--- src/rtl/refmode_ctrl.sv ---
module refmode_ctrl #(
  parameter int FCW_W    = 24,
  parameter int LOSS_CYC = 1900,
  parameter int QUAL_CYC = 5000000
) (
  input  logic             clk,
  input  logic             rst,
  input  logic             sel_a,
  input  logic             sel_b,
  input  logic             ref1_in,
  input  logic             ref2_in,
  input  logic             pll_lock,
  input  logic             hiz_req,
  input  logic [FCW_W-1:0] fcw_in,
  output logic             free_ind,
  output logic             ref1_ind,
  output logic             ref2_ind,
  output logic             hold_ind,
  output logic             ref_sel,
  output logic             pll_track,
  output logic             pll_unlock,
  output logic             alarm,
  output logic             out_oe,
  output logic [FCW_W-1:0] fcw_hold
);
  localparam int LW = $clog2(LOSS_CYC + 1);
  localparam int QW = $clog2(QUAL_CYC + 1);

  logic [1:0] mode_q;
  logic [1:0] ref_pins;
  logic [1:0] lost, qual;

  assign ref_pins = {ref2_in, ref1_in};

  for (genvar g = 0; g < 2; g++) begin : g_mon
    logic [2:0]    sh;
    logic [LW-1:0] idle_cnt;
    logic [QW-1:0] good_cnt;
    logic          edge_seen;

    assign edge_seen = sh[1] & ~sh[2];
    assign lost[g]   = (idle_cnt == LW'(LOSS_CYC));
    assign qual[g]   = (good_cnt == QW'(QUAL_CYC));

    always_ff @(posedge clk) begin
      if (rst) begin
        sh       <= '0;
        idle_cnt <= '0;
        good_cnt <= '0;
      end else begin
        sh <= {sh[1:0], ref_pins[g]};
        if (edge_seen)
          idle_cnt <= '0;
        else if (!lost[g])
          idle_cnt <= idle_cnt + 1'b1;
        if (lost[g])
          good_cnt <= '0;
        else if (!qual[g])
          good_cnt <= good_cnt + 1'b1;
      end
    end
  end

  logic lor_sel;
  assign pll_track = (mode_q == 2'd1) | (mode_q == 2'd2);
  assign ref_sel   = (mode_q == 2'd2);
  assign lor_sel   = ref_sel ? (lost[1] | ~qual[1]) : (lost[0] | ~qual[0]);

  always_ff @(posedge clk) begin
    if (rst) begin
      mode_q   <= 2'd0;
      alarm    <= 1'b1;
      fcw_hold <= '0;
    end else begin
      mode_q <= {sel_b, sel_a};
      alarm  <= ~pll_track | lor_sel | ~pll_lock;
      if (pll_track && pll_lock)
        fcw_hold <= fcw_in;
    end
  end

  assign free_ind   = (mode_q == 2'd0);
  assign ref1_ind   = (mode_q == 2'd1);
  assign ref2_ind   = (mode_q == 2'd2);
  assign hold_ind   = (mode_q == 2'd3);
  assign pll_unlock = ~pll_lock | ~pll_track;
  assign out_oe     = ~hiz_req;
endmodule

--- config.mk ---
export PLATFORM = sky130hd
export DESIGN_NAME = refmode_ctrl
export DESIGN_NICKNAME = d
export VERILOG_FILES = /design/src/rtl/refmode_ctrl.sv
export SDC_FILE = /design/constraint.sdc
export NUM_CORES = 1
export LEC_CHECK = 0
export BUFFER_PORTS_ARGS = -buffer_cell sky130_fd_sc_hd__buf_2
export CORE_MARGIN = 2
export CORE_UTILIZATION = 40
export DETAILED_ROUTE_END_ITERATION = 10
export SLEW_MARGIN = 30
export SYNTH_ARGS = -nofsm -noshare
export SYNTH_HDL_FRONTEND = slang
export SYNTH_SLANG_ARGS = --single-unit
--- constraint.sdc ---
create_clock -name clk -period 4.6 [get_ports clk]
set_clock_uncertainty 0.1 [all_clocks]
set_input_delay 0.46 -clock clk [delete_from_list [all_inputs] [get_ports clk]]
set_output_delay 0.46 -clock clk [all_outputs]
set_load 0.01 [all_outputs]
==> results_dict.tcl <==
set metrics [dict create \
    worstPathArrival_ns 2.28 \
    dp_cells 717 \
    worst-endpoint-required_ns 4.04 \
    drt-wirelength-per-cell_um 12.8 \
    critPathCaptureType "primary output" \
    rows 38 \
    grt_start_max_net_pins 39 \
    peakVddDrop_mv 0.251 \
    cellPowerDensity_nw_per_um2 333 \
    syn_area_um2 4520 \
    min_period_over_period 0.617 \
    hpwl_um 6610 \
    cts_buffer_depth 2 \
    final_common_cell "dfxtp_1" \
    netlist-cell-type-count 44 \
    worst_pin_slew_ns 0.750 \
    max_freq_mhz 353 \
    fin_crit_ns 2.84 \
    cts.repair.resized 0 \
    start_util 0.413 \
    setup_tns_ns 0 \
    holdWs_ns 0.228 \
    rsz0062_at_grt "no" \
    leakage_nw 1.87 \
    syn_inst 535 \
    port_buffers 64 \
    place_area_um2 4920 \
    start_kind "flip-flop" \
    hold_path.class "in -> reg" \
    grt_usage 0.173 \
    setup_viol 0 \
    final_cells 732 \
    drc 0 \
    dr.pass1.iters 4 \
    cts_tree "done" \
    grt_pass1_wl_um 16500 \
    gp_congestion 0.783 \
    synth_area_leaders "dfxtp_1, nand2_1, a21oi_1" \
    grt_pass1_vias 3648 \
    cp_max_fo 25 \
    htreeDepth 3 \
    yosys_register_bits 101 \
    syn_to_final_growth_pct 15.0 \
    io_pins 65 \
    report.final.slew_viol_count 0 \
    synthArstFlopShare 0 \
    drv_cap 0 \
    multi_input_area_um2 2300 \
    die_h_um 110 \
    fin_area_um2 5190 \
    ys.flop_type "dfxtp_1" \
    yosysTopAreaCell "dfxtp_1" \
    first_iter_violations 230 \
    die_x_um 110 \
    synth_top_area_share 0.448 \
    antenna_found_initial 0 \
    cts_inserted_buffers 9 \
    synth_fp_nets 579 \
    drt_wl_total_um 9400 \
    via_per_inst 5.25 \
    synth.avg_cell_area_um2 8.44 \
    cts.sinks 101 \
    ff_latch_area_um2 2020 \
    max-slew-margin-rel 0.496 \
    num-fill-cells 1100 \
    num_antenna_cells 0 \
    overflow 0 \
    status "complete, no violations" \
    post_cts.repair.setup_buffers 0 \
    die_area_um2 12200 \
    path_clk_slew_ns 0.07 \
    nets 632 \
    final_cell_mix "dfxtp_1, nand2_1, buf_2, a21oi_1, nor2_1" \
    cts_hold_buffers 0 \
    yosysWarnings 0 \
    worstSkewPairLatency_ns 0.35 \
    finalHoldViolations 0 \
    core_um2 10900 \
    clock-root-buffer "clkbuf_16" \
    seq_area_frac_synth 0.448 \
    ant_nets 0 \
    criticalPathCategory "reg -> out" \
    drive_above_1_share 0.155 \
    synth_edf_count 0 \
    vias 3840 \
]
-- cell usage after synthesis (all sizes together) (2+ instances only) --
| library cell | instances |
|---|---|
| ha | 12 |
| buf | 5 |
| mux2i | 3 |
| clkbuf | 20 |
| nor4b | 6 |
| a31oi | 2 |
| nand2b | 2 |
| a21oi | 58 |
| nand3 | 21 |
| or2 | 4 |
| nor2b | 9 |
| o21ai | 19 |
| and2 | 4 |
| nor4bb | 3 |
| or4 | 14 |
| and4 | 10 |
| xor2 | 13 |
| inv | 21 |
| xnor2 | 17 |
| nor2 | 36 |
| and3 | 8 |
| nor3 | 11 |
| nor4 | 7 |
| a21o | 2 |
| o31ai | 12 |
| or3 | 17 |
| nand4 | 14 |
| dfxtp | 101 |
| nand2 | 78 |
-- power by group --
| group | internal, W | switching (W) |
|---|---|---|
| sequential | 0.000897 | 0.0000173 |
| clock | 0.000382 | 0.000327 |
| combinational | 0.0000453 | 0.0000636 |
-- critical path, stage by stage, from the launching register on --
cell and delay (ns):
dfxtp_1 0.36, inv_1 0.08, ha_1 0.30, and2_1 0.12, buf_4 0.24, clkinv_1 0.37, buf_4 0.32, buf_2 0.15
-- path summary, 6_finish.rpt --
kind                                            from                     to  slack, ns  cells past startpoint
worst max-delay path                       mode_q[0]             pll_unlock       1.76                      7
worst min-delay path                           sel_a              mode_q[0]       0.23                      2
worst max register to register  g_mon[1].idle_cnt[0]  g_mon[1].good_cnt[14]       2.32                      6
worst min register to register        g_mon[1].sh[0]         g_mon[1].sh[1]       0.34                      1
-- stage by stage --
stage	util	total power [W]	setup WS [ns]
floorplan	-	0.000999	2.56
global placement	0.450	0.00104	2.18
detailed placement	0.450	0.00104	2.11
CTS	0.475	0.00176	1.72
global route	0.475	0.00181	1.57
finish	0.475	0.00173	1.76
-- registers in the layout (all words and copies together), names as in the netlist --
name / cells
fcw_hold: 24
mode_q: 2
g_mon.good_cnt: 46
g_mon.idle_cnt: 22
g_mon.sh: 6
alarm: 1
-- metal layers --
metal | part of all wire | global-route usage | wire length [µm] | up-vias
li1 | - | - | - | 1991
met1 | 0.48 | 0.217 | 4520 | 1753
met3 | 0.066 | 0.0705 | 618 | 7
met5 | 0 | 0 | 0 | -
met2 | 0.45 | 0.273 | 4190 | 89
met4 | 0.0079 | 0.0473 | 74 | 0
-- kinds of logic (layout without fill, tap and decap cells) --
family / Yosys count / in the layout / synth area share
multiplexers: 3 / 3 / 0.00665
adder cells (fa/ha/maj): 12 / 12 / 0.0332
AND/OR/NAND/NOR: 248 / 248 / 0.296
AO/OA/AOI/OAI: 94 / 94 / 0.114
XOR/XNOR: 30 / 30 / 0.0582
flip-flops: 101 / 101 / 0.448
buffers and inverters: 47 / 104 / 0.0438
-- cell type report --
cell class / count / area share
Clock buffer: 11 / 0.0467
Clock inverter: 4 / 0.00626
Inverter: 22 / 0.0159
Multi-Input combinational cell: 387 / 0.442
Sequential cell: 101 / 0.389
Tap cell: 140 / 0.0337
Timing Repair Buffer: 67 / 0.0660
(Power assumes the default switching activity.)
